`config.mk`:
```
export PLATFORM = sky130hd
export DESIGN_NAME = e1_idle_inserter
export DESIGN_NICKNAME = d
export VERILOG_FILES = /design/src/rtl/e1ii_pkg.sv /design/src/rtl/e1ii_regfile.sv /design/src/rtl/e1ii_frame_counter.sv /design/src/rtl/e1ii_slot_mux.sv /design/src/rtl/e1_idle_inserter.sv
export SDC_FILE = /design/constraint.sdc
export NUM_CORES = 1
export LEC_CHECK = 0
export ABC_CLOCK_PERIOD_IN_PS = 6000
export BUFFER_PORTS_ARGS = -buffer_cell sky130_fd_sc_hd__buf_2
export CAP_MARGIN = 40
export CORE_MARGIN = 5
export CORE_UTILIZATION = 60
export CTS_CLUSTER_DIAMETER = 40
export DETAILED_ROUTE_END_ITERATION = 10
export PLACE_DENSITY_LB_ADDON = 0.15
export SLEW_MARGIN = 25
export SYNTH_ARGS = -nofsm -noshare
export SYNTH_HDL_FRONTEND = slang
export SYNTH_SLANG_ARGS = --single-unit
export TNS_END_PERCENT = 100
```
`constraint.sdc`:
```
create_clock -name clk -period 6 [get_ports clk]
set_input_delay 0.6 -clock clk [delete_from_list [all_inputs] [get_ports clk]]
set_output_delay 0.6 -clock clk [all_outputs]
set_load 0.01 [all_outputs]
```
`src/rtl/e1ii_pkg.sv`:
```
package e1ii_pkg;
    localparam int E1_SLOTS     = 32;
    localparam int E1_SLOT_BITS = 8;
    localparam int REG_ADDR_W   = 8;

    localparam logic [REG_ADDR_W-1:0] MASK_BASE_ADDR = 8'h26;
    localparam logic [REG_ADDR_W-1:0] IDLE_ADDR      = 8'h2A;
    localparam logic [REG_ADDR_W-1:0] MODE_ADDR      = 8'h2B;

    typedef enum logic [1:0] {
        SRC_TX   = 2'd0,
        SRC_RX   = 2'd1,
        SRC_IDLE = 2'd2
    } src_e;
endpackage

```
`src/rtl/e1ii_regfile.sv`:
```
module e1ii_regfile
    import e1ii_pkg::*;
#(
    parameter int NUM_SLOTS = E1_SLOTS,
    parameter int DATA_W    = E1_SLOT_BITS,
    parameter int ADDR_W    = REG_ADDR_W
) (
    input  logic                 clk,
    input  logic                 rst_n,
    input  logic [ADDR_W-1:0]    addr,
    input  logic [DATA_W-1:0]    wdata,
    input  logic                 we,
    input  logic                 re,
    output logic [DATA_W-1:0]    rdata,
    output logic [NUM_SLOTS-1:0] mask,
    output logic [DATA_W-1:0]    idle,
    output logic                 mode
);
    localparam int NUM_MASK = NUM_SLOTS / DATA_W;

    typedef struct packed {
        logic [NUM_SLOTS-1:0] mask;
        logic [DATA_W-1:0]    idle;
        logic                 mode;
        logic [DATA_W-1:0]    rdata;
    } rf_state_t;

    rf_state_t state_d, state_q;
    logic [DATA_W-1:0] rd_val;

    // read decode works on the stored values, before any same-cycle write
    always_comb begin
        rd_val = '0;
        for (int i = 0; i < NUM_MASK; i++) begin
            if (addr == MASK_BASE_ADDR + ADDR_W'(i)) begin
                rd_val = state_q.mask[i*DATA_W +: DATA_W];
            end
        end
        if (addr == IDLE_ADDR) begin
            rd_val = state_q.idle;
        end
        if (addr == MODE_ADDR) begin
            rd_val = {{(DATA_W-1){1'b0}}, state_q.mode};
        end
    end

    always_comb begin
        state_d = state_q;
        if (we) begin
            for (int i = 0; i < NUM_MASK; i++) begin
                if (addr == MASK_BASE_ADDR + ADDR_W'(i)) begin
                    state_d.mask[i*DATA_W +: DATA_W] = wdata;
                end
            end
            if (addr == IDLE_ADDR) begin
                state_d.idle = wdata;
            end
            if (addr == MODE_ADDR) begin
                state_d.mode = wdata[0];
            end
        end
        if (re) begin
            state_d.rdata = rd_val;
        end
    end

    always_ff @(posedge clk or negedge rst_n) begin
        if (!rst_n) begin
            state_q <= '0;
        end else begin
            state_q <= state_d;
        end
    end

    assign rdata = state_q.rdata;
    assign mask  = state_q.mask;
    assign idle  = state_q.idle;
    assign mode  = state_q.mode;
endmodule

```
`src/rtl/e1ii_frame_counter.sv`:
```
module e1ii_frame_counter
    import e1ii_pkg::*;
#(
    parameter int NUM_SLOTS = E1_SLOTS,
    parameter int SLOT_BITS = E1_SLOT_BITS,
    localparam int TS_W     = $clog2(NUM_SLOTS),
    localparam int BIT_W    = $clog2(SLOT_BITS)
) (
    input  logic             clk,
    input  logic             rst_n,
    input  logic             fsync,
    output logic [TS_W-1:0]  cur_ts,
    output logic [BIT_W-1:0] cur_bit
);
    localparam logic [TS_W-1:0]  LAST_TS  = TS_W'(NUM_SLOTS - 1);
    localparam logic [BIT_W-1:0] LAST_BIT = BIT_W'(SLOT_BITS - 1);

    typedef struct packed {
        logic [TS_W-1:0]  ts;
        logic [BIT_W-1:0] bitpos;
    } pos_t;

    pos_t state_d, state_q;
    pos_t cur;

    always_comb begin
        // sync overrides the running position in the same cycle
        cur = fsync ? '0 : state_q;
        state_d = cur;
        if (cur.bitpos == LAST_BIT) begin
            state_d.bitpos = '0;
            state_d.ts     = (cur.ts == LAST_TS) ? '0 : cur.ts + TS_W'(1);
        end else begin
            state_d.bitpos = cur.bitpos + BIT_W'(1);
        end
    end

    always_ff @(posedge clk or negedge rst_n) begin
        if (!rst_n) begin
            state_q <= '0;
        end else begin
            state_q <= state_d;
        end
    end

    assign cur_ts  = cur.ts;
    assign cur_bit = cur.bitpos;
endmodule

```
`src/rtl/e1ii_slot_mux.sv`:
```
module e1ii_slot_mux
    import e1ii_pkg::*;
#(
    parameter int NUM_SLOTS = E1_SLOTS,
    parameter int SLOT_BITS = E1_SLOT_BITS,
    localparam int TS_W     = $clog2(NUM_SLOTS),
    localparam int BIT_W    = $clog2(SLOT_BITS)
) (
    input  logic                 clk,
    input  logic                 rst_n,
    input  logic [TS_W-1:0]      cur_ts,
    input  logic [BIT_W-1:0]     cur_bit,
    input  logic [NUM_SLOTS-1:0] mask,
    input  logic [SLOT_BITS-1:0] idle,
    input  logic                 mode,
    input  logic                 tx_bit,
    input  logic                 rx_bit,
    output logic                 bit_out,
    output src_e                 src,
    output logic [SLOT_BITS-1:0] snap_idle
);
    localparam logic [BIT_W-1:0] TOP_IDX = BIT_W'(SLOT_BITS - 1);

    typedef struct packed {
        logic                 sel;
        logic [SLOT_BITS-1:0] idle;
        logic                 mode;
    } snap_t;

    snap_t state_d, state_q;
    snap_t eff;
    logic [BIT_W-1:0] idle_idx;

    always_comb begin
        state_d = state_q;
        if (cur_bit == '0) begin
            // timeslot boundary: take the live settings and keep them
            eff.sel  = mask[cur_ts];
            eff.idle = idle;
            eff.mode = mode;
            state_d  = eff;
        end else begin
            eff = state_q;
        end

        if (eff.mode) begin
            src = eff.sel ? SRC_RX : SRC_TX;
        end else begin
            src = eff.sel ? SRC_IDLE : SRC_TX;
        end

        idle_idx = TOP_IDX - cur_bit;
        unique case (src)
            SRC_RX:   bit_out = rx_bit;
            SRC_IDLE: bit_out = eff.idle[idle_idx];
            default:  bit_out = tx_bit;
        endcase
    end

    always_ff @(posedge clk or negedge rst_n) begin
        if (!rst_n) begin
            state_q <= '0;
        end else begin
            state_q <= state_d;
        end
    end

    assign snap_idle = state_q.idle;
endmodule

```
`src/rtl/e1_idle_inserter.sv`:
```
module e1_idle_inserter
    import e1ii_pkg::*;
#(
    parameter int NUM_SLOTS = E1_SLOTS,
    parameter int SLOT_BITS = E1_SLOT_BITS,
    parameter int ADDR_W    = REG_ADDR_W
) (
    input  logic                 clk,
    input  logic                 rst_n,
    input  logic                 fsync,
    input  logic                 tx_ser_in,
    input  logic                 rx_ser_in,
    output logic                 ser_out,
    input  logic [ADDR_W-1:0]    reg_addr,
    input  logic [SLOT_BITS-1:0] reg_wdata,
    input  logic                 reg_we,
    input  logic                 reg_re,
    output logic [SLOT_BITS-1:0] reg_rdata
);
    localparam int TS_W  = $clog2(NUM_SLOTS);
    localparam int BIT_W = $clog2(SLOT_BITS);

    typedef struct packed {
        logic ser;
    } out_state_t;

    logic [NUM_SLOTS-1:0] cfg_mask;
    logic [SLOT_BITS-1:0] cfg_idle;
    logic                 cfg_mode;
    logic [TS_W-1:0]      cur_ts;
    logic [BIT_W-1:0]     cur_bit;
    logic                 mux_bit;
    src_e                 mux_src;
    logic [SLOT_BITS-1:0] snap_idle;
    out_state_t           state_d, state_q;

    e1ii_regfile #(
        .NUM_SLOTS (NUM_SLOTS),
        .DATA_W    (SLOT_BITS),
        .ADDR_W    (ADDR_W)
    ) u_regs (
        .clk   (clk),
        .rst_n (rst_n),
        .addr  (reg_addr),
        .wdata (reg_wdata),
        .we    (reg_we),
        .re    (reg_re),
        .rdata (reg_rdata),
        .mask  (cfg_mask),
        .idle  (cfg_idle),
        .mode  (cfg_mode)
    );

    e1ii_frame_counter #(
        .NUM_SLOTS (NUM_SLOTS),
        .SLOT_BITS (SLOT_BITS)
    ) u_cnt (
        .clk     (clk),
        .rst_n   (rst_n),
        .fsync   (fsync),
        .cur_ts  (cur_ts),
        .cur_bit (cur_bit)
    );

    e1ii_slot_mux #(
        .NUM_SLOTS (NUM_SLOTS),
        .SLOT_BITS (SLOT_BITS)
    ) u_mux (
        .clk       (clk),
        .rst_n     (rst_n),
        .cur_ts    (cur_ts),
        .cur_bit   (cur_bit),
        .mask      (cfg_mask),
        .idle      (cfg_idle),
        .mode      (cfg_mode),
        .tx_bit    (tx_ser_in),
        .rx_bit    (rx_ser_in),
        .bit_out   (mux_bit),
        .src       (mux_src),
        .snap_idle (snap_idle)
    );

    always_comb begin
        state_d     = state_q;
        state_d.ser = mux_bit;
    end

    always_ff @(posedge clk or negedge rst_n) begin
        if (!rst_n) begin
            state_q <= '0;
        end else begin
            state_q <= state_d;
        end
    end

    assign ser_out = state_q.ser;
endmodule

```
==> out/qor.json, run 1 <==
{
  "cts_resizes": {"value": 0},
  "max-slew-margin-rel": {"value": 50.77, "unit": "%"},
  "buffer_ports.inserted": {"value": 31},
  "first_global_vias": {"value": 2658},
  "fin_crit": {"value": 2.450, "unit": "ns"},
  "finalHoldViolCount": {"value": 0},
  "ctsLongestPathBuffers": {"value": 2},
  "die-area": {"value": 7648, "unit": "um2"},
  "cts_post_setup_buffers_inserted": {"value": 0},
  "cp_top_family": {"value": "multiplexers"},
  "fin_hold_ws": {"value": 0.2194, "unit": "ns"},
  "tritoncts": {"value": "yes"},
  "global_route_wire_length_before_repair": {"value": 13570, "unit": "um"},
  "fin_worst_skew": {"value": 0.01365, "unit": "ns"},
  "finalMaxSlewViolations": {"value": 0},
  "core_area": {"value": 5886, "unit": "um2"},
  "drtAntennaViolNets": {"value": 0},
  "timing_worst_slew_pin_value": {"value": 0.7370, "unit": "ns"},
  "critPathCaptureType": {"value": "flop"},
  "drv_cap": {"value": 0},
  "die-width": {"value": 87.46, "unit": "um"},
  "finalPower": {"value": 1065, "unit": "uW"},
  "numPlacedInstances": {"value": 420},
  "synth.avg_cell_area": {"value": 10.91, "unit": "um2"},
  "antenna_cells_inserted": {"value": 0},
  "overall_via_count_from_detail_route": {"value": 2660},
  "syn_nets": {"value": 358},
  "leakagePower": {"value": 0.001900, "unit": "uW"},
  "crit_path_top_delay_cell": {"value": "sky130_fd_sc_hd__mux2_2"},
  "holdBufCountCts": {"value": 0},
  "synth_cell_types": {"value": 50},
  "ys_async_sr_fraction": {"value": 100.0, "unit": "%"},
  "final_wirelength": {"value": 8421, "unit": "um"},
  "cp_slowest_stage_delay": {"value": 0.39, "unit": "ns"},
  "worst-endpoint-required": {"value": 6.24, "unit": "ns"},
  "rsz_0062_raised_after_global_routing": {"value": "no"},
  "first_pass_iters": {"value": 4},
  "final_report_setup_violation_count": {"value": 0},
  "worstPathBufferInverterCount": {"value": 1},
  "chipHeight": {"value": 87.46, "unit": "um"},
  "gp_congestion": {"value": 0.8729},
  "vdd_drop_max": {"value": 0.1876, "unit": "mV"},
  "seq_cells_post_synth": {"value": 68},
  "cts-buffers-inserted": {"value": 9},
  "start_util": {"value": 61.16, "unit": "%"},
  "outcome": {"value": "finished, final reports clean"},
  "cts_num_sinks": {"value": 68},
  "areaGrowthSynthToFinish": {"value": 12.55, "unit": "%"},
  "crit_fanout": {"value": 18},
  "timing.critical_path.cells": {"value": "buf_2, nand2b_1, ha_1, mux2_2, mux2i_1, o21ai_0, a211oi_1, o21ai_0, mux2_2"},
  "post_drt_via_cell_ratio": {"value": 6.087},
  "crit_path_start_kind": {"value": "primary input"},
  "yosysWarnings": {"value": 0},
  "gr-total-overflow": {"value": 0},
  "ios": {"value": 32},
  "worstPathArrival": {"value": 2.69, "unit": "ns"},
  "post-route-period-util": {"value": 40.84, "unit": "%"},
  "drc": {"value": 0},
  "final_layout_setup_total_negative_slack": {"value": 0, "unit": "ns"},
  "max_freq": {"value": 408.1, "unit": "MHz"},
  "synthFlopType": {"value": "sky130_fd_sc_hd__dfrtp_1"},
  "power.density_cell_area": {"value": 262.9, "unit": "nW/um2"},
  "setup.worst_path.class": {"value": "in -> reg"},
  "clockRootBuffer": {"value": "sky130_fd_sc_hd__clkbuf_8"},
  "synthesis.area": {"value": 3600, "unit": "um2"},
  "antenna_violations_before_repair": {"value": 0},
  "clock_insertion_delay_worst_skew": {"value": 0.35, "unit": "ns"},
  "layout.core_utilization": {"value": 68.84, "unit": "%"},
  "first_iter_violations": {"value": 170},
  "count_of_flip_flops_with_a_built_in_enable_after_synthesis": {"value": 0},
  "groute.usage.overall": {"value": 23.58, "unit": "%"},
  "nFillCells": {"value": 458},
  "layoutNonFillerInstCount": {"value": 437},
  "clk_transition_reported_paths": {"value": 0.08, "unit": "ns"},
  "synthesis.instances": {"value": 330},
  "row_count": {"value": 28},
  "min_path_type": {"value": "in -> async"},
  "drive_above_1_share": {"value": 29.56, "unit": "%"},
  "detailedPlacementHpwl": {"value": 6036, "unit": "um"},
  "synth_sequential_area_ratio": {"value": 47.27, "unit": "%"},
  "cts.htree.levels": {"value": 3},
  "final_net_count": {"value": 385},
  "grt_max_degree": {"value": 69},
  "routedWlPerCell": {"value": 19.27, "unit": "um"}
}
report_power, final:
part           leakage, uW  switching, uW  internal [uW]
registers         0.000931           19.8            481
clock network     0.000122            176            287
logic             0.000847           55.4           45.2
total              0.00190            251            814
worst reg2reg max path: stages, from the launching register on:
cell                       delay [ns]
sky130_fd_sc_hd__dfrtp_1         0.44
sky130_fd_sc_hd__nor2b_1         0.20
sky130_fd_sc_hd__inv_1           0.08
sky130_fd_sc_hd__ha_1            0.30
sky130_fd_sc_hd__mux2_2          0.39
sky130_fd_sc_hd__mux2i_1         0.14
sky130_fd_sc_hd__o21ai_0         0.09
sky130_fd_sc_hd__a211oi_1        0.24
sky130_fd_sc_hd__o21ai_0         0.10
sky130_fd_sc_hd__mux2_2          0.26
logic make-up (layout without fill, tap and decap cells):
group	after synthesis	in the layout	synth area share (%)
DFF	68	68	47.27
AOI/OAI and AO/OA	84	84	15.50
and+or+nand+nor	71	71	10.67
xor gates and xnor gates	1	1	0.2434
adders and majority gates	5	5	1.738
buffers and inverters	39	71	4.345
muxes	62	62	20.23
layer usage:
layer | global-route usage (%) | up-vias | part of all wire (%)
met5 | 0 | - | 0
met4 | 9.902 | 0 | 2.8
met3 | 3.784 | 18 | 4.4
met2 | 36.10 | 80 | 47
met1 | 33.25 | 1304 | 45
li1 | - | 1258 | -
through the flow:
| stage | setup WS [ns] | instance area, um2 |
|---|---|---|
| floorplan | 3.117 | 3600 |
| global route | 3.361 | 4051 |
| finish | 3.550 | 4051 |
| global placement | 3.360 | 3782 |
| CTS | 3.559 | 4031 |
| detailed placement | 3.221 | 3782 |
state kept, by name, summed over array words and instances, names as in the netlist:
register	cells
u_regs.mask	32
u_mux.state_q	2
u_regs.idle	8
ser_out	1
u_regs.mode	1
u_cnt.state_q	8
u_regs.rdata	8
u_mux.snap_idle	8
Yosys cell counts, types with 2 or more instances:
master,instances,area [um2]
sky130_fd_sc_hd__or3_1,2,12.51
sky130_fd_sc_hd__a2bb2oi_1,7,61.31
sky130_fd_sc_hd__and2_1,2,12.51
sky130_fd_sc_hd__nor2b_1,6,37.54
sky130_fd_sc_hd__a31oi_1,2,12.51
sky130_fd_sc_hd__nand2_1,23,86.33
sky130_fd_sc_hd__o21ai_0,25,125.1
sky130_fd_sc_hd__mux2_2,44,495.5
sky130_fd_sc_hd__a21oi_1,15,75.07
sky130_fd_sc_hd__inv_1,22,82.58
sky130_fd_sc_hd__nor2_1,12,45.04
sky130_fd_sc_hd__a211oi_1,2,15.01
sky130_fd_sc_hd__and3_1,2,12.51
sky130_fd_sc_hd__mux2_4,8,120.1
sky130_fd_sc_hd__nand4b_1,2,17.52
sky130_fd_sc_hd__o31ai_1,3,22.52
sky130_fd_sc_hd__buf_2,2,10.01
sky130_fd_sc_hd__mux2i_1,9,90.09
sky130_fd_sc_hd__nand2b_1,5,31.28
sky130_fd_sc_hd__a22oi_1,8,60.06
sky130_fd_sc_hd__o2111ai_1,8,70.07
sky130_fd_sc_hd__ha_1,5,62.56
sky130_fd_sc_hd__a2111oi_0,3,26.28
sky130_fd_sc_hd__dfrtp_1,68,1702
sky130_fd_sc_hd__nand3_1,5,25.02
sky130_fd_sc_hd__nor3_1,3,15.01
sky130_fd_sc_hd__clkbuf_1,14,52.55
path summary, 6_finish.rpt:
| path | startpoint | to | slack [ns] | cells after the start |
|---|---|---|---|---|
| worst max-delay path | fsync | ser_out | 3.55 | 9 |
| worst min-delay path | rst_n | u_mux.snap_idle[3] | 0.22 | 2 |
| worst max register to register | u_cnt.state_q[0] | ser_out | 3.67 | 9 |
| worst min register to register | u_mux.snap_idle[3] | u_mux.snap_idle[3] | 0.49 | 2 |
| max in group asynchronous | rst_n | u_cnt.state_q[4] | 5.23 | 3 |
| min in group clk | tx_ser_in | ser_out | 0.47 | 2 |
placed cells by master (no fill, tap or decap), drive strengths merged, types with 3 or more instances in the layout:
cell | synthesis | layout
ha | 5 | 5
nand2b | 5 | 5
dfrtp | 68 | 68
o21ai | 26 | 26
clkbuf | 14 | 10
a2bb2oi | 7 | 7
buf | 3 | 33
a22oi | 8 | 8
a21oi | 15 | 15
nor2 | 12 | 12
o31ai | 3 | 3
nor3 | 3 | 3
nand2 | 24 | 24
nand3 | 5 | 5
mux2i | 9 | 9
o2111ai | 8 | 8
inv | 22 | 22
bufinv | 0 | 3
nor2b | 6 | 6
a2111oi | 3 | 3
mux2 | 52 | 52
area by class of cell:
class | count | area, um2 | share of cell area (%)
Timing Repair Buffer | 33 | 182.7 | 4.509
Clock inverter | 6 | 111.4 | 2.749
Multi-Input combinational cell | 223 | 1742 | 42.99
Sequential cell | 68 | 1702 | 42.00
Tap cell | 75 | 93.84 | 2.316
Inverter | 22 | 82.58 | 2.038
Clock buffer | 10 | 137.6 | 3.397
Power figures use the tool's default switching activity.
==> inputs of run 2 (changes only) <==
- ABC_CLOCK_PERIOD_IN_PS: 6000 -> 2400
- CORE_UTILIZATION: 60 -> 59
- clock period: 6 -> 2.4 ns (I/O delays scaled with it)
==> out/qor.json, run 2 (synthesized netlist as in run 1, its figures left out) <==
{
  "outcome": {"value": "finished, final reports clean", "change": "unchanged"},
  "clock_insertion_delay_worst_skew": {"value": 0.35, "unit": "ns", "change": "about the same"},
  "ios": {"value": 32, "change": "unchanged"},
  "timing.critical_path.cells": {"value": "mux4_2, a21boi_0, or2_2, a32oi_1, o22a_1, mux2_2", "change": "was buf_2, nand2b_1, ha_1, mux2_2, mux2i_1, o21ai_0, a211oi_1, o21ai_0, mux2_2"},
  "final_report_setup_violation_count": {"value": 0, "change": "unchanged"},
  "buffer_ports.inserted": {"value": 31, "change": "unchanged"},
  "hold_path_cells": {"value": 2},
  "largest_register_ffs": {"value": 32, "change": "unchanged"},
  "first_pass_iters": {"value": 5, "change": "was 4"},
  "drc": {"value": 0, "change": "unchanged"},
  "post_drt_via_cell_ratio": {"value": 6.223, "change": "was 6.087"},
  "mostFrequentLayoutCells": {"value": "sky130_fd_sc_hd__dfrtp_1 (68), sky130_fd_sc_hd__mux2_2 (44), sky130_fd_sc_hd__buf_2 (31)", "change": "unchanged"},
  "cts_num_sinks": {"value": 68, "change": "unchanged"},
  "rsz_0062_raised_after_global_routing": {"value": "no", "change": "unchanged"},
  "worstPathArrival": {"value": 2.49, "unit": "ns", "change": "was 2.69 ns"},
  "row_count": {"value": 28, "change": "unchanged"},
  "gp_congestion": {"value": 0.8837, "change": "was 0.8729"},
  "cts_resizes": {"value": 0, "change": "unchanged"},
  "core_area": {"value": 5921, "unit": "um2", "change": "was 5886 um2"},
  "drv_cap": {"value": 0, "change": "unchanged"},
  "max_freq": {"value": 446.3, "unit": "MHz"},
  "power.density_cell_area": {"value": 577.7, "unit": "nW/um2", "change": "was 262.9 nW/um2"},
  "netsw": {"value": 628.3, "unit": "uW", "change": "was 251.2 uW"},
  "tritoncts": {"value": "yes", "change": "unchanged"},
  "grt_max_degree": {"value": 42, "change": "was 69"},
  "clk_transition_reported_paths": {"value": 0.07, "unit": "ns", "change": "was 0.08 ns"},
  "antenna_violations_before_repair": {"value": 0, "change": "unchanged"},
  "die-width": {"value": 88.11, "unit": "um", "change": "was 87.46 um"},
  "min_path_type": {"value": "in -> reg", "change": "was in -> async"},
  "crit_fanout": {"value": 13, "change": "was 18"},
  "holdBufCountCts": {"value": 1, "change": "was 0"},
  "worst_case_reg_to_reg_path_depth": {"value": 6, "change": "was 9"},
  "global_route_wire_length_before_repair": {"value": 14280, "unit": "um", "change": "was 13,570 um"},
  "gr-total-overflow": {"value": 0, "change": "unchanged"},
  "drive_above_1_share": {"value": 31.28, "unit": "%", "change": "was 29.56%"},
  "critPathCaptureType": {"value": "flop", "change": "unchanged"},
  "start_util": {"value": 60.80, "unit": "%", "change": "was 61.16%"},
  "drtAntennaViolNets": {"value": 0, "change": "unchanged"},
  "areaGrowthSynthToFinish": {"value": 12.90, "unit": "%", "change": "was 12.55%"},
  "routedWlPerCell": {"value": 19.57, "unit": "um", "change": "was 19.27 um"},
  "seq_power_share": {"value": 53.3, "unit": "%", "change": "was 47.1%"},
  "final_wirelength": {"value": 8788, "unit": "um", "change": "was 8421 um"},
  "crit_path_top_delay_cell": {"value": "sky130_fd_sc_hd__dfrtp_1", "change": "was sky130_fd_sc_hd__mux2_2"},
  "antenna_cells_inserted": {"value": 0, "change": "unchanged"},
  "mostFrequentLayoutCell": {"value": "sky130_fd_sc_hd__dfrtp_1", "change": "unchanged"},
  "power.share.combinational": {"value": 11.3, "unit": "%", "change": "was 9.4%"},
  "cp_slowest_stage_delay": {"value": 0.64, "unit": "ns", "change": "was 0.39 ns"},
  "cts_post_setup_buffers_inserted": {"value": 0, "change": "unchanged"},
  "cts.htree.levels": {"value": 3, "change": "unchanged"},
  "ctsLongestPathBuffers": {"value": 2, "change": "unchanged"},
  "max-slew-margin-rel": {"value": 55.97, "unit": "%", "change": "was 50.77%"},
  "fin_crit": {"value": 2.241, "unit": "ns"},
  "timing_worst_slew_pin_value": {"value": 0.6605, "unit": "ns", "change": "was 0.7370 ns"},
  "nFillCells": {"value": 462, "change": "was 458"},
  "final_layout_setup_total_negative_slack": {"value": 0, "unit": "ns", "change": "unchanged"},
  "crit_path_start_kind": {"value": "flop", "change": "was primary input"},
  "clockRootBuffer": {"value": "sky130_fd_sc_hd__clkbuf_8", "change": "unchanged"},
  "first_global_vias": {"value": 2743, "change": "was 2,658"},
  "post-route-period-util": {"value": 93.37, "unit": "%"},
  "chipHeight": {"value": 88.11, "unit": "um", "change": "was 87.46 um"},
  "worst-endpoint-required": {"value": 2.65, "unit": "ns", "change": "was 6.24 ns"},
  "finalHoldViolCount": {"value": 0, "change": "unchanged"},
  "power.switching_fraction": {"value": 26.76, "unit": "%", "change": "was 23.59%"},
  "die-area": {"value": 7763, "unit": "um2", "change": "was 7648 um2"},
  "overall_via_count_from_detail_route": {"value": 2794, "change": "was 2,660"},
  "vdd_drop_max": {"value": 0.3737, "unit": "mV", "change": "was 0.1876 mV"},
  "first_iter_violations": {"value": 281, "change": "was 170"},
  "cellInternalPower": {"value": 1719, "unit": "uW", "change": "was 813.7 uW"},
  "setup.worst_path.class": {"value": "reg -> reg", "change": "was in -> reg"},
  "fin_worst_skew": {"value": 0.006147, "unit": "ns", "change": "was 0.01365 ns"},
  "final_net_count": {"value": 397, "change": "was 385"},
  "power.share.clock": {"value": 35.4, "unit": "%", "change": "was 43.5%"},
  "layout.core_utilization": {"value": 68.64, "unit": "%", "change": "was 68.84%"},
  "cts-buffers-inserted": {"value": 9, "change": "unchanged"},
  "groute.usage.overall": {"value": 24.83, "unit": "%", "change": "was 23.58%"},
  "leakagePower": {"value": 0.001926, "unit": "uW", "change": "was 0.001900 uW"},
  "detailedPlacementHpwl": {"value": 6508, "unit": "um", "change": "was 6036 um"},
  "finalMaxSlewViolations": {"value": 0, "change": "unchanged"}
}
-- run 2: metrics by stage --
stage / total power [uW] / hold slack (ns) / cell area (um2) / worst slack [ns] / std cells
5_1_grt: 2448 / 0.1216 / 4064 / 0.06000 / 449
4_1_cts: 2358 / 0.1198 / 4064 / 0.1963 / 449
3_3_place_gp: 1525 / 0.2957 / 3885 / 0.2151 / 432
3_5_place_dp: 1534 / 0.3047 / 3885 / 0.1977 / 432
6_report: 2348 / 0.1192 / 4064 / 0.1592 / 449
2_1_floorplan: 1413 / -0.05559 / 3602 / 0.05720 / 330
-- run 2: worst paths after layout --
path / from / endpoint / slack, ns
max in group asynchronous: rst_n / u_regs.mask[8] / 1.30
hold reg to reg: u_mux.snap_idle[3] / u_mux.snap_idle[3] / 0.51
setup / recovery: u_cnt.state_q[5] / ser_out / 0.16
hold / removal: tx_ser_in / ser_out / 0.12
min in group asynchronous: rst_n / u_cnt.state_q[1] / 0.46
setup reg to reg: u_cnt.state_q[5] / ser_out / 0.16
-- run 2: power by group through the flow --
stage          combinational, uW  clock [uW]  sequential [uW]
2_1_floorplan                157           0             1260
3_3_place_gp                 254           0             1270
3_5_place_dp                 262           0             1270
4_1_cts                      264         843             1250
5_1_grt                      292         901             1260
6_report                     265         832             1250
-- run 2: final cells by class --
cell class,count,area (um2),area share (%)
multi-input cells,223,1742,42.86
clock inverters,5,27.53,0.6773
clock buffers,11,141.4,3.479
flip-flops and latches,68,1702,41.87
well taps,75,93.84,2.309
inverters,22,82.58,2.032
repair buffers,45,275.3,6.773
-- run 2: layer usage --
layer | share of wire [%] | track usage, % | wire [um] | vias up
li1 | - | - | - | 1282
met1 | 44 | 34.02 | 3896 | 1375
met2 | 48 | 39.86 | 4202 | 108
met3 | 4.8 | 3.575 | 425 | 29
met4 | 3.0 | 10.03 | 263 | 0
met5 | 0 | 0 | 0 | -
-- run 2: worst max-delay path: cells and delay by family, from the launching register on --
family	cells	cell delay, ns
mux	2	0.64
compound gates	3	0.57
flops	1	0.64
simple gates	1	0.28
==> inputs of run 3 (changes only) <==
- CTS_CLUSTER_SIZE: unset -> 40
- RECOVER_POWER: unset -> 50
==> out/qor.json, run 3 (synthesized netlist as in run 1, its figures left out) <==
{
  "outcome": {"value": "finished, violations left", "change": "was finished, final reports clean"},
  "violated_checks": {"value": "max-capacitance violations, max-slew violations"},
  "drive_above_1_share": {"value": 28.34, "unit": "%", "change": "was 31.28%"},
  "cp-startpoint": {"value": "u_cnt.state_q[5]", "change": "unchanged"},
  "groute.usage.overall": {"value": 24.83, "unit": "%", "change": "unchanged"},
  "critPathCapture": {"value": "ser_out", "change": "unchanged"},
  "cellInternalPower": {"value": 1717, "unit": "uW", "change": "was 1719 uW"},
  "clockRootBuffer": {"value": "sky130_fd_sc_hd__clkbuf_8", "change": "unchanged"},
  "power.switching_fraction": {"value": 26.85, "unit": "%", "change": "was 26.76%"},
  "post_drt_via_cell_ratio": {"value": 6.203, "change": "was 6.223"},
  "layoutNonFillerInstCount": {"value": 449, "change": "unchanged"},
  "final_net_count": {"value": 397, "change": "unchanged"},
  "crit_path_start_kind": {"value": "flop", "change": "unchanged"},
  "gr-total-overflow": {"value": 0, "change": "unchanged"},
  "max-slew-margin-rel": {"value": -5.538, "unit": "%", "change": "was 55.97%"},
  "antenna_cells_inserted": {"value": 0, "change": "unchanged"},
  "crit_fanout": {"value": 13, "change": "unchanged"},
  "post-route-period-util": {"value": 93.59, "unit": "%", "change": "was 93.37%"},
  "cts_num_sinks": {"value": 68, "change": "unchanged"},
  "fin_crit": {"value": 2.246, "unit": "ns", "change": "was 2.241 ns"},
  "max_freq": {"value": 445.2, "unit": "MHz", "change": "was 446.3 MHz"},
  "die-width": {"value": 88.11, "unit": "um", "change": "unchanged"},
  "cp_slowest_stage_delay": {"value": 0.64, "unit": "ns", "change": "about the same"},
  "finalMaxSlewViolations": {"value": 28, "change": "was 0"},
  "power.share.clock": {"value": 35.5, "unit": "%", "change": "was 35.4%"},
  "drv_cap": {"value": 1, "change": "was 0"},
  "cts_resizes": {"value": 0, "change": "unchanged"},
  "tritoncts": {"value": "yes", "change": "unchanged"},
  "first_iter_violations": {"value": 279, "change": "was 281"},
  "cts.htree.levels": {"value": 3, "change": "unchanged"},
  "worst_case_reg_to_reg_path_depth": {"value": 6, "change": "unchanged"},
  "drc": {"value": 0, "change": "unchanged"},
  "first_pass_iters": {"value": 5, "change": "unchanged"},
  "core_area": {"value": 5921, "unit": "um2", "change": "unchanged"},
  "row_count": {"value": 28, "change": "unchanged"},
  "clk_transition_reported_paths": {"value": 0.07, "unit": "ns", "change": "about the same"},
  "final_wirelength": {"value": 8795, "unit": "um", "change": "was 8788 um"},
  "reg2reg_slack": {"value": 0.15, "unit": "ns", "change": "was 0.16 ns"},
  "global_route_wire_length_before_repair": {"value": 14280, "unit": "um", "change": "unchanged"},
  "grt_max_degree": {"value": 42, "change": "unchanged"},
  "antenna_violations_before_repair": {"value": 0, "change": "unchanged"},
  "first_global_vias": {"value": 2743, "change": "unchanged"},
  "final_report_setup_violation_count": {"value": 0, "change": "unchanged"},
  "final_layout_setup_total_negative_slack": {"value": 0, "unit": "ns", "change": "unchanged"},
  "mostFrequentLayoutCells": {"value": "sky130_fd_sc_hd__dfrtp_1 (68), sky130_fd_sc_hd__mux2_2 (44), sky130_fd_sc_hd__o21ai_0 (25)", "change": "was sky130_fd_sc_hd__dfrtp_1 (68), sky130_fd_sc_hd__mux2_2 (44), sky130_fd_sc_hd__buf_2 (31)"},
  "areaGrowthSynthToFinish": {"value": 12.44, "unit": "%", "change": "was 12.90%"},
  "routedWlPerCell": {"value": 19.59, "unit": "um", "change": "was 19.57 um"},
  "worst-endpoint-required": {"value": 2.64, "unit": "ns", "change": "was 2.65 ns"},
  "power.share.combinational": {"value": 11.2, "unit": "%", "change": "was 11.3%"},
  "largest_register_ffs": {"value": 32, "change": "unchanged"},
  "timing.critical_path.cells": {"value": "mux4_2, a21boi_0, or2_2, a32oi_1, o22a_1, mux2_2", "change": "unchanged"},
  "seq_power_share": {"value": 53.3, "unit": "%", "change": "about the same"},
  "rsz_0062_raised_after_global_routing": {"value": "no", "change": "unchanged"},
  "drtAntennaViolNets": {"value": 0, "change": "unchanged"},
  "cts-buffers-inserted": {"value": 9, "change": "unchanged"},
  "critPathCaptureType": {"value": "flop", "change": "unchanged"},
  "numPlacedInstances": {"value": 432, "change": "unchanged"},
  "timing_worst_slew_pin_value": {"value": 1.583, "unit": "ns", "change": "was 0.6605 ns"},
  "buffer_ports.inserted": {"value": 31, "change": "unchanged"},
  "ios": {"value": 32, "change": "unchanged"},
  "fin_worst_skew": {"value": 0.007512, "unit": "ns", "change": "was 0.006147 ns"},
  "clock_insertion_delay_worst_skew": {"value": 0.35, "unit": "ns", "change": "about the same"},
  "leakagePower": {"value": 0.001883, "unit": "uW", "change": "was 0.001926 uW"},
  "die-area": {"value": 7763, "unit": "um2", "change": "unchanged"},
  "min_path_type": {"value": "in -> reg", "change": "unchanged"},
  "ctsLongestPathBuffers": {"value": 2, "change": "unchanged"},
  "mostFrequentLayoutCell": {"value": "sky130_fd_sc_hd__dfrtp_1", "change": "unchanged"},
  "setup.worst_path.class": {"value": "reg -> reg", "change": "unchanged"},
  "critical_path.reg2reg.startpoint": {"value": "u_cnt.state_q[5]", "change": "unchanged"},
  "vdd_drop_max": {"value": 0.3738, "unit": "mV", "change": "was 0.3737 mV"},
  "power.density_cell_area": {"value": 579.9, "unit": "nW/um2", "change": "was 577.7 nW/um2"},
  "crit-reg2reg-capture": {"value": "ser_out", "change": "unchanged"},
  "finalHoldViolCount": {"value": 0, "change": "unchanged"},
  "gp_congestion": {"value": 0.8837, "change": "unchanged"},
  "overall_via_count_from_detail_route": {"value": 2785, "change": "was 2,794"},
  "worstPathArrival": {"value": 2.49, "unit": "ns", "change": "about the same"},
  "chipHeight": {"value": 88.11, "unit": "um", "change": "unchanged"},
  "start_util": {"value": 60.80, "unit": "%", "change": "unchanged"},
  "detailedPlacementHpwl": {"value": 6508, "unit": "um", "change": "unchanged"},
  "crit_path_top_delay_cell": {"value": "sky130_fd_sc_hd__dfrtp_1", "change": "unchanged"},
  "netsw": {"value": 630.1, "unit": "uW", "change": "was 628.3 uW"}
}
[run 3: power by group through the flow]
stage                     Clock (uW)  Sequential (uW)  Combinational, uW
after floorplan                    0             1260                157
after global placement             0             1270                254
after detailed placement           0             1270                262
after CTS                        843             1250                264
after global routing             901             1260                289
final                            833             1250                263
[run 3: worst min path at each step]
stage | from | end | depth (start not counted)
global route | tx_ser_in | ser_out | 2
global placement | rst_n | u_cnt.state_q[1] | 1
finish | tx_ser_in | ser_out | 2
detailed placement | rst_n | u_cnt.state_q[1] | 1
CTS | tx_ser_in | ser_out | 2
floorplan | rst_n | ser_out | 0
[run 3: layer usage]
| metal | track usage (%) | up-vias | part of all wire, % |
|---|---|---|---|
| met4 | 10.03 | 0 | 2.2 |
| met3 | 3.575 | 21 | 4.6 |
| li1 | - | 1276 | - |
| met5 | 0 | - | 0 |
| met1 | 34.02 | 1383 | 45 |
| met2 | 39.86 | 105 | 49 |
[run 3: metrics by stage]
step | utilization (%) | power (uW) | instance area [um2] | hold WS (ns) | worst slack, ns
2_1_floorplan | - | 1413 | 3602 | -0.05559 | 0.05720
3_3_place_gp | 65.62 | 1525 | 3885 | 0.2957 | 0.2151
4_1_cts | 68.64 | 2358 | 4064 | 0.1198 | 0.1963
3_5_place_dp | 65.62 | 1534 | 3885 | 0.3047 | 0.1977
5_1_grt | 68.36 | 2446 | 4048 | 0.1216 | 0.06000
6_report | 68.36 | 2347 | 4048 | 0.1205 | 0.1538
[run 3: cell type report]
type                    instances  area (um2)
fillers                       471        1873
inverters                      22       82.58
multi-input cells             223        1742
well taps                      75       93.84
flip-flops and latches         68        1702
clock inverters                 5       27.53
repair buffers                 45       259.0
clock buffers                  11       141.4
[run 3: worst max-delay path: cells and delay by family (launching register included)]
| family | cells | cell delay, ns |
|---|---|---|
| flops | 1 | 0.64 |
| mux | 2 | 0.64 |
| compound gates | 3 | 0.57 |
| simple gates | 1 | 0.28 |
[run 3: what timing repair did]
item | in CTS | in global routing
hold endpoints to repair | 27 | 0
setup buffers | 0 | 0
hold buffers | 1 | 0
